$ cat src/rtl/frint_pkg.sv
package frint_pkg;
  localparam int EXP_W  = 8;
  localparam int FRAC_W = 23;
  localparam int WORD_W = 1 + EXP_W + FRAC_W;
  localparam int MAN_W  = FRAC_W + 1;
  localparam int BIAS   = (1 << (EXP_W - 1)) - 1;

  typedef enum logic [1:0] {
    RM_NEAR = 2'b00,
    RM_UP   = 2'b01,
    RM_DOWN = 2'b10,
    RM_ZERO = 2'b11
  } rmode_e;

  typedef struct packed {
    logic              sign;
    logic [EXP_W-1:0]  exp;
    logic [FRAC_W-1:0] frac;
  } fp_t;
endpackage

$ cat src/rtl/frint_round.sv
module frint_round
  import frint_pkg::*;
(
  input  fp_t    src,
  input  rmode_e mode,
  output fp_t    rnd,
  output logic   inexact
);
  localparam int INT_EXP = BIAS + FRAC_W;
  localparam int SH_W    = $clog2(MAN_W + 1);
  localparam int MW1     = MAN_W + 1;

  logic            is_zero, is_tiny, is_mid;
  logic [SH_W-1:0] sh;
  logic [MAN_W:0]  man, unit, mask, kept, sum;
  logic            guard, sticky, lsb, any_rem, bump, tiny_up;
  logic            sum_hidden_unused;

  // Position-based rounding: the bits below 'unit' are the fraction part.
  always_comb begin
    is_zero = (src.exp == '0) && (src.frac == '0);
    is_tiny = !is_zero && (int'(src.exp) < BIAS);
    is_mid  = !is_zero && !is_tiny && (int'(src.exp) < INT_EXP);
    sh      = is_mid ? SH_W'(INT_EXP - int'(src.exp)) : '0;
    man     = {2'b01, src.frac};
    unit    = MW1'(1) << sh;
    mask    = unit - 1'b1;
    any_rem = |(man & mask);
    guard   = |(man & (unit >> 1));
    sticky  = |(man & (mask >> 1));
    lsb     = |(man & unit);
    kept    = man & ~mask;
  end

  always_comb begin
    case (mode)
      RM_NEAR: bump = guard && (sticky || lsb);
      RM_UP:   bump = !src.sign && any_rem;
      RM_DOWN: bump = src.sign && any_rem;
      default: bump = 1'b0;
    endcase
    case (mode)
      RM_NEAR: tiny_up = (int'(src.exp) == BIAS - 1) && (src.frac != '0);
      RM_UP:   tiny_up = !src.sign;
      RM_DOWN: tiny_up = src.sign;
      default: tiny_up = 1'b0;
    endcase
  end

  always_comb begin
    sum     = kept + (bump ? unit : '0);
    rnd     = src;
    inexact = 1'b0;
    if (is_tiny) begin
      rnd.exp  = tiny_up ? EXP_W'(BIAS) : '0;
      rnd.frac = '0;
      inexact  = 1'b1;
    end else if (is_mid) begin
      inexact = any_rem;
      if (sum[MAN_W]) begin
        rnd.exp  = src.exp + 1'b1;
        rnd.frac = '0;
      end else begin
        rnd.frac = sum[FRAC_W-1:0];
      end
    end
  end

  assign sum_hidden_unused = sum[FRAC_W];
endmodule

$ cat src/rtl/frint_range.sv
module frint_range
  import frint_pkg::*;
#(
  parameter int NARROW_BITS = 32,
  parameter int WIDE_BITS   = 64
) (
  input  logic [EXP_W-1:0] raw_exp,
  input  fp_t              rnd,
  input  logic             rnd_inexact,
  input  logic             wide,
  output fp_t              res,
  output logic             invalid,
  output logic             inexact
);
  localparam logic [EXP_W-1:0] LIM_N = EXP_W'(BIAS - 1 + NARROW_BITS);
  localparam logic [EXP_W-1:0] LIM_W = EXP_W'(BIAS - 1 + WIDE_BITS);

  logic [EXP_W-1:0] lim;
  logic             special, fits;

  always_comb begin
    lim     = wide ? LIM_W : LIM_N;
    special = &raw_exp;
    fits    = !special &&
              ((rnd.exp < lim) ||
               ((rnd.exp == lim) && rnd.sign && (rnd.frac == '0)));
    invalid = !fits;
    inexact = fits && rnd_inexact;
    if (fits) begin
      res = rnd;
    end else begin
      res.sign = 1'b1;
      res.exp  = lim;
      res.frac = '0;
    end
  end
endmodule

$ cat src/rtl/frint_unit.sv
module frint_unit
  import frint_pkg::*;
#(
  parameter int NARROW_BITS = 32,
  parameter int WIDE_BITS   = 64,
  parameter bit OUT_REG     = 1'b1
) (
  input  logic              clk,
  input  logic              rst_n,
  input  logic              in_valid,
  input  logic [WORD_W-1:0] in_word,
  input  logic              in_wide,
  input  logic [1:0]        in_rmode,
  output logic              out_valid,
  output logic [WORD_W-1:0] out_word,
  output logic              out_invalid,
  output logic              out_inexact
);
  logic [1:0] rst_sync;
  logic       rst_q_n;
  fp_t        src, rnd, res;
  logic       rnd_inexact, res_invalid, res_inexact;

  always_ff @(posedge clk or negedge rst_n) begin
    if (!rst_n) rst_sync <= 2'b00;
    else        rst_sync <= {rst_sync[0], 1'b1};
  end
  assign rst_q_n = rst_sync[1];

  assign src = fp_t'(in_word);

  frint_round u_round (
    .src     (src),
    .mode    (rmode_e'(in_rmode)),
    .rnd     (rnd),
    .inexact (rnd_inexact)
  );

  frint_range #(.NARROW_BITS(NARROW_BITS), .WIDE_BITS(WIDE_BITS)) u_range (
    .raw_exp     (src.exp),
    .rnd         (rnd),
    .rnd_inexact (rnd_inexact),
    .wide        (in_wide),
    .res         (res),
    .invalid     (res_invalid),
    .inexact     (res_inexact)
  );

  generate
    if (OUT_REG) begin : g_reg
      logic              vld_q, vld_d;
      logic [WORD_W-1:0] word_q, word_d;
      logic              inv_q, inv_d, inx_q, inx_d;

      always_comb begin
        vld_d  = in_valid;
        word_d = word_q;
        inv_d  = inv_q;
        inx_d  = inx_q;
        if (in_valid) begin
          word_d = res;
          inv_d  = res_invalid;
          inx_d  = res_inexact;
        end
      end

      always_ff @(posedge clk or negedge rst_q_n) begin
        if (!rst_q_n) begin
          vld_q  <= 1'b0;
          word_q <= '0;
          inv_q  <= 1'b0;
          inx_q  <= 1'b0;
        end else begin
          vld_q  <= vld_d;
          word_q <= word_d;
          inv_q  <= inv_d;
          inx_q  <= inx_d;
        end
      end

      assign out_valid   = vld_q;
      assign out_word    = word_q;
      assign out_invalid = inv_q;
      assign out_inexact = inx_q;
    end else begin : g_comb
      assign out_valid   = in_valid && rst_q_n;
      assign out_word    = res;
      assign out_invalid = res_invalid;
      assign out_inexact = res_inexact;
    end
  endgenerate
endmodule

$ cat config.mk
export PLATFORM = sky130hd
export DESIGN_NAME = frint_unit
export DESIGN_NICKNAME = d
export VERILOG_FILES = /design/src/rtl/frint_pkg.sv /design/src/rtl/frint_round.sv /design/src/rtl/frint_range.sv /design/src/rtl/frint_unit.sv
export SDC_FILE = /design/constraint.sdc
export NUM_CORES = 1
export LEC_CHECK = 0
export BUFFER_PORTS_ARGS = -buffer_cell sky130_fd_sc_hd__buf_2
export CORE_UTILIZATION = 30
export DETAILED_ROUTE_END_ITERATION = 12
export GPL_ROUTABILITY_DRIVEN = 1
export GPL_TIMING_DRIVEN = 0
export PLACE_DENSITY_LB_ADDON = 0.05
export SLEW_MARGIN = 25
export SYNTH_ARGS = -nofsm -noshare
export SYNTH_HDL_FRONTEND = slang
export SYNTH_SLANG_ARGS = --single-unit
$ cat constraint.sdc
create_clock -name clk -period 1.08 [get_ports clk]
set_input_delay 0.216 -clock clk [delete_from_list [all_inputs] [get_ports clk]]
set_output_delay 0.216 -clock clk [all_outputs]
set_load 0.01 [all_outputs]
==> impl_metrics.tcl, run 1 <==
set metrics [dict create \
    critical_path_class "primary input to register" \
    synth_fp_nets 868 \
    layout_min_cycle_time_ps 7769 \
    synth-main-ff-cell "dfrtp_1" \
    first_pass_iters 5 \
    synth_commonest_cells "nor2_1, nand2_1, a21oi_1" \
    rsz0062_at_grt "yes" \
    worstSkewPairLatency_ps 290 \
    drive_above_1_share 0.3108 \
    drv_cap 0 \
    startpoint_type "primary input" \
    grt_pass1_wl_mm 45.99 \
    yosys.cell_count.top_type "nor2_1" \
    place_area_sq_um 6619 \
    whs_ps 52.47 \
    port_buffers 66 \
    fin_skew_ps 5.520 \
    r2r_cells 0 \
    relSlewSlack 0.3959 \
    syn_area_sq_um 5768 \
    violations "negative setup slack" \
    design_area_sq_um 8038 \
    fin_setup_tns_ps -224440 \
    cp-end-kind "register" \
    area_growth_pct 39.35 \
    worst_slack_ps -6689 \
    period_share 7.193 \
    synth_edf_count 0 \
    finalMaxSlewViolations 0 \
    syn_area_per_cell_sq_um 7.255 \
    power.density_nw_per_um2 773.3 \
    drc_errors 0 \
    grt_pass1_vias 7244 \
    gr-total-overflow 0 \
    ys_async_sr_fraction 1.000 \
    gp_congestion 0.9902 \
    post-place-ws_ps -8294 \
    final_nets 1018 \
    initial_core_util 0.3073 \
    clkTransAtPathRegs_ps 60 \
    yosysSeqAreaShare 0.1605 \
    yosys_warnings 0 \
    worstPathArrival_ps 7900 \
    pin_count 73 \
    worstMarginPinSlew_ps 906.2 \
    ctsRootBufferMaster "clkbuf_16" \
    ys_ff_latch 37 \
    fin_util 0.4283 \
    vias 7353 \
    required_ps 1210 \
    slowest_stage "or4_4" \
    drtIter0Drc 657 \
    synthDistinctLibCells 91 \
    numCtsBuffers 5 \
    fin_cells 1180 \
    crit_top_cell "ha_4" \
    post-dp-hpwl_mm 23.57 \
    hold_depth 1 \
    hold_path.class "primary input to register" \
    viasPerCell 6.231 \
    timing_hold_violations_final 0 \
    r2r-start "rst_sync[1]$_DFF_PN0_" \
    peakVddDrop_uv 563.8 \
    hp-start "in_valid" \
    std_cell_rows 50 \
    antenna_found_initial 0 \
    grt_max_degree 36 \
    holdPathEnd "out_valid$_DFF_PN0_" \
    wire_per_inst_um 26.52 \
    p_total_mw 6.216 \
    track_usage 0.3104 \
    core_area_sq_um 18770 \
    worstPathMaxFanout 8 \
    status "complete, but fails checks" \
    numClockSinks 37 \
    die_x_um 140.7 \
    dieArea_sq_um 19790 \
    yosysTopAreaCell "dfrtp_1" \
    route.antenna.remaining_nets 0 \
    r2r_setup_slack_ps 220 \
    die_y_um 140.7 \
    num_antenna_cells 0 \
    setup_viol 34 \
    slowest_delay_ps 530 \
    place_inst 1096 \
    cts_tree "yes" \
    reg2reg_to "out_word[1]$_DFFE_PN0P_" \
    cts_max_path_buffers 2 \
    syn_inst 795 \
    ys_top_cells_by_area "dfrtp_1, ha_1, nor2_1" \
    synth_top_area_share 0.1605 \
    p_leak_nw 3.391 \
    htreeDepth 2 \
    fmax_mhz 128.7 \
    routed_wl_mm 31.29 \
]
==> registers in the layout, indices dropped and copies added (netlist names) <==
| signal | flops |
|---|---|
| out_inexact | 1 |
| rst_sync | 2 |
| out_word | 32 |
| out_invalid | 1 |
| out_valid | 1 |
==> how the worst max path moves through the flow <==
stage / slack, ps / start / depth (start not counted) / to
floorplan: -6050 / in_word[23] / 39 / out_word[10]$_DFFE_PN0P_
global placement: -8340 / in_word[24] / 37 / out_word[7]$_DFFE_PN0P_
detailed placement: -8290 / in_word[24] / 37 / out_word[26]$_DFFE_PN0P_
CTS: -6730 / in_word[24] / 41 / out_word[28]$_DFFE_PN0P_
global route: -6900 / in_word[23] / 43 / out_word[27]$_DFFE_PN0P_
finish: -6690 / in_word[26] / 40 / out_word[27]$_DFFE_PN0P_
==> logic make-up after synthesis <==
family,Yosys count,synth area share
AOI/OAI and AO/OA,281,0.3605
xor gates and xnor gates,31,0.04838
adders and majority gates,35,0.07722
buffers and inverters,79,0.05857
DFF,37,0.1605
muxes,16,0.02928
other,1,0.0006501
and+or+nand+nor,315,0.2649
==> report_power, final <==
| part | internal, mW | switching (mW) |
|---|---|---|
| combinational | 1.23 | 1.93 |
| sequential | 1.52 | 0.0978 |
| clock | 0.848 | 0.583 |
| total | 3.60 | 2.61 |
==> worst max-delay path: cells and delay by family <==
family	cells	cell delay, ps
adder cells (fa/ha/maj)	4	770
multiplexers	2	560
buffers and inverters	9	1220
AO/OA/AOI/OAI	15	2990
AND/OR/NAND/NOR	10	2090
==> placed cells by master, fill, tap and decap left out, types with 19 or more instances in the layout <==
cell | synthesis | final
buf_4 | 4 | 67
a21oi_1 | 64 | 56
clkbuf_1 | 32 | 22
xnor2_1 | 21 | 19
ha_1 | 34 | 27
o21ai_0 | 37 | 30
buf_2 | 9 | 67
nand2_1 | 84 | 75
dfrtp_1 | 37 | 36
nor3_1 | 23 | 20
inv_1 | 24 | 21
nor2_1 | 93 | 88
==> final cells by class <==
type	count	area, sq um
Buffer	50	421.7
Clock buffer	6	128.9
Clock inverter	2	10.01
Fill cell	1993	10730
Inverter	28	125.1
Multi-Input combinational cell	680	5115
Sequential cell	37	927.1
Tap cell	234	292.8
Timing Repair Buffer	143	1017
==> timing repair <==
action                     in CTS  in global routing
gates cloned                    2                  2
pin swaps                      49                 50
gates resized for setup        87                 65
setup endpoints to repair      34                 34
hold endpoints to repair        2                  0
hold buffers                    1                  0
setup buffers                  50                 23
==> per-layer routing <==
layer,track usage,wire [um],vias up
met5,0,0,-
met3,0.05197,2498,69
li1,-,-,3289
met1,0.4249,13690,3631
met4,0.09897,1142,0
met2,0.4952,13960,364
(Power assumes the default switching activity.)
==> run 2, diff against run 1 <==
--- a/config.mk
+++ b/config.mk
@@ -11,6 +11,7 @@
 export GPL_ROUTABILITY_DRIVEN = 1
 export GPL_TIMING_DRIVEN = 0
 export PLACE_DENSITY_LB_ADDON = 0.05
+export SETUP_SLACK_MARGIN = 0.4
 export SLEW_MARGIN = 25
 export SYNTH_ARGS = -nofsm -noshare
 export SYNTH_HDL_FRONTEND = slang
==> impl_metrics.tcl, run 2 (synthesis results as in run 1) <==
set metrics [dict create \
    post-dp-hpwl_mm 23.57 \
    viasPerCell 6.161 \
    violations "negative setup slack" \
    design_area_sq_um 8278 \
    track_usage 0.3110 \
    first_pass_iters 5 \
    die_y_um 140.7 \
    p_leak_nw 3.528 \
    status "complete, but fails checks" \
    drc_errors 0 \
    slowest_stage "o211ai_1" \
    wire_per_inst_um 26.24 \
    layout_min_cycle_time_ps 7874 \
    peakVddDrop_uv 598.5 \
    grt_pass1_wl_mm 46.13 \
    relSlewSlack 0.4172 \
    die_x_um 140.7 \
    fmax_mhz 127.0 \
    num_antenna_cells 0 \
    slowest_delay_ps 450 \
    numCtsBuffers 5 \
    worst_slack_ps -6794 \
    crit_buf_inv 10 \
    worstPathArrival_ps 8010 \
    drv_cap 0 \
    gr-total-overflow 0 \
    final_cell_mix "nor2_1, buf_4, nand2_1" \
    core_area_sq_um 18770 \
    vias 7412 \
    startpoint_type "primary input" \
    timing_hold_violations_final 0 \
    worstPathMaxFanout 10 \
    grt_pass1_vias 7286 \
    cts_tree "yes" \
    final_nets 1041 \
    worstSkewPairLatency_ps 290 \
    drtIter0Drc 744 \
    fillers 1987 \
    initial_core_util 0.3073 \
    whs_ps 53.88 \
    ctsRootBufferMaster "clkbuf_16" \
    critical_path.top_delay_family "compound AO/OA/AOI/OAI gates" \
    hold_path.class "primary input to register" \
    crit_top_cell "buf_2" \
    critical_path_class "primary input to register" \
    htreeDepth 2 \
    place_area_sq_um 6619 \
    finalMaxSlewViolations 0 \
    worstMarginPinSlew_ps 874.2 \
    layout_commonest_cell "nor2_1" \
    pin_count 73 \
    routed_wl_mm 31.57 \
    grt_max_degree 36 \
    drive_above_1_share 0.3282 \
    std_cell_rows 50 \
    route.antenna.remaining_nets 0 \
    rsz0062_at_grt "yes" \
    period_share 7.291 \
    antenna_found_initial 0 \
    cp-end-kind "register" \
    dieArea_sq_um 19790 \
    clkTransAtPathRegs_ps 50 \
    area_growth_pct 43.51 \
    largest_reg_flops 32 \
    cts_max_path_buffers 2 \
    power.density_nw_per_um2 769.7 \
    numClockSinks 37 \
    required_ps 1220 \
    gp_congestion 0.9902 \
    port_buffers 66 \
    fin_skew_ps 6.043 \
    setup_viol 34 \
]
[run 2: what timing repair did]
item | in CTS | in global routing
gates resized for setup | 88 | 67
pin swaps | 49 | 55
setup endpoints to repair | 104 | 104
gates cloned | 2 | 2
hold buffers | 1 | 0
endpoints found under the hold margin | 2 | 0
setup buffers | 64 | 30
[run 2: area by class of cell]
cell class / instances / area (sq um) / area share
multi-input cells: 680 / 5129 / 0.6196
plain buffers: 51 / 436.7 / 0.05275
flip-flops and latches: 37 / 929.6 / 0.1123
repair buffers: 165 / 1226 / 0.1481
inverters: 28 / 125.1 / 0.01511
clock buffers: 6 / 128.9 / 0.01557
well taps: 234 / 292.8 / 0.03537
clock inverters: 2 / 10.01 / 0.001209
[run 2: power by group]
part	internal (mW)	leakage, nW	switching, mW
clock	0.848	0.0706	0.583
sequential	1.52	0.468	0.0866
combinational	1.36	2.99	1.97
[run 2: metrics by stage]
stage                     cells    util  setup slack [ps]  TNS, ps  total power, mW
after floorplan             795       -             -6052  -201010            3.154
after global placement     1095  0.3519             -8335  -278290            4.149
after detailed placement   1096  0.3527             -8294  -276490            4.139
after CTS                  1171  0.4073             -6725  -224540            5.989
after global routing       1203  0.4411             -6929  -232200            6.655
final                      1203  0.4411             -6794  -227490            6.372
[run 2: worst paths after layout]
path / slack, ps / cells after the start / startpoint / endpoint
max reg2reg: 170 / 3 / out_word[8]$_DFFE_PN0P_ / out_word[8]$_DFFE_PN0P_
max in group asynchronous: 470 / 1 / rst_sync[1]$_DFF_PN0_ / out_invalid$_DFFE_PN0P_
min reg2reg: 220 / 0 / rst_sync[1]$_DFF_PN0_ / out_word[28]$_DFFE_PN0P_
min: 50 / 1 / in_valid / out_valid$_DFF_PN0_
max: -6790 / 39 / in_word[26] / out_word[27]$_DFFE_PN0P_
min in group asynchronous: 220 / 0 / rst_sync[1]$_DFF_PN0_ / out_word[28]$_DFFE_PN0P_
[run 2: worst reg2reg max path, stage by stage (launching register included)]
cell and delay [ps]:
dfrtp_1 370, buf_4 130, buf_4 120, a32o_1 190
[run 2: metal layers]
layer,GRT usage,part of all wire
met4,0.09897,0.034
met5,0,0
met1,0.4252,0.44
met2,0.4970,0.45
met3,0.05197,0.074
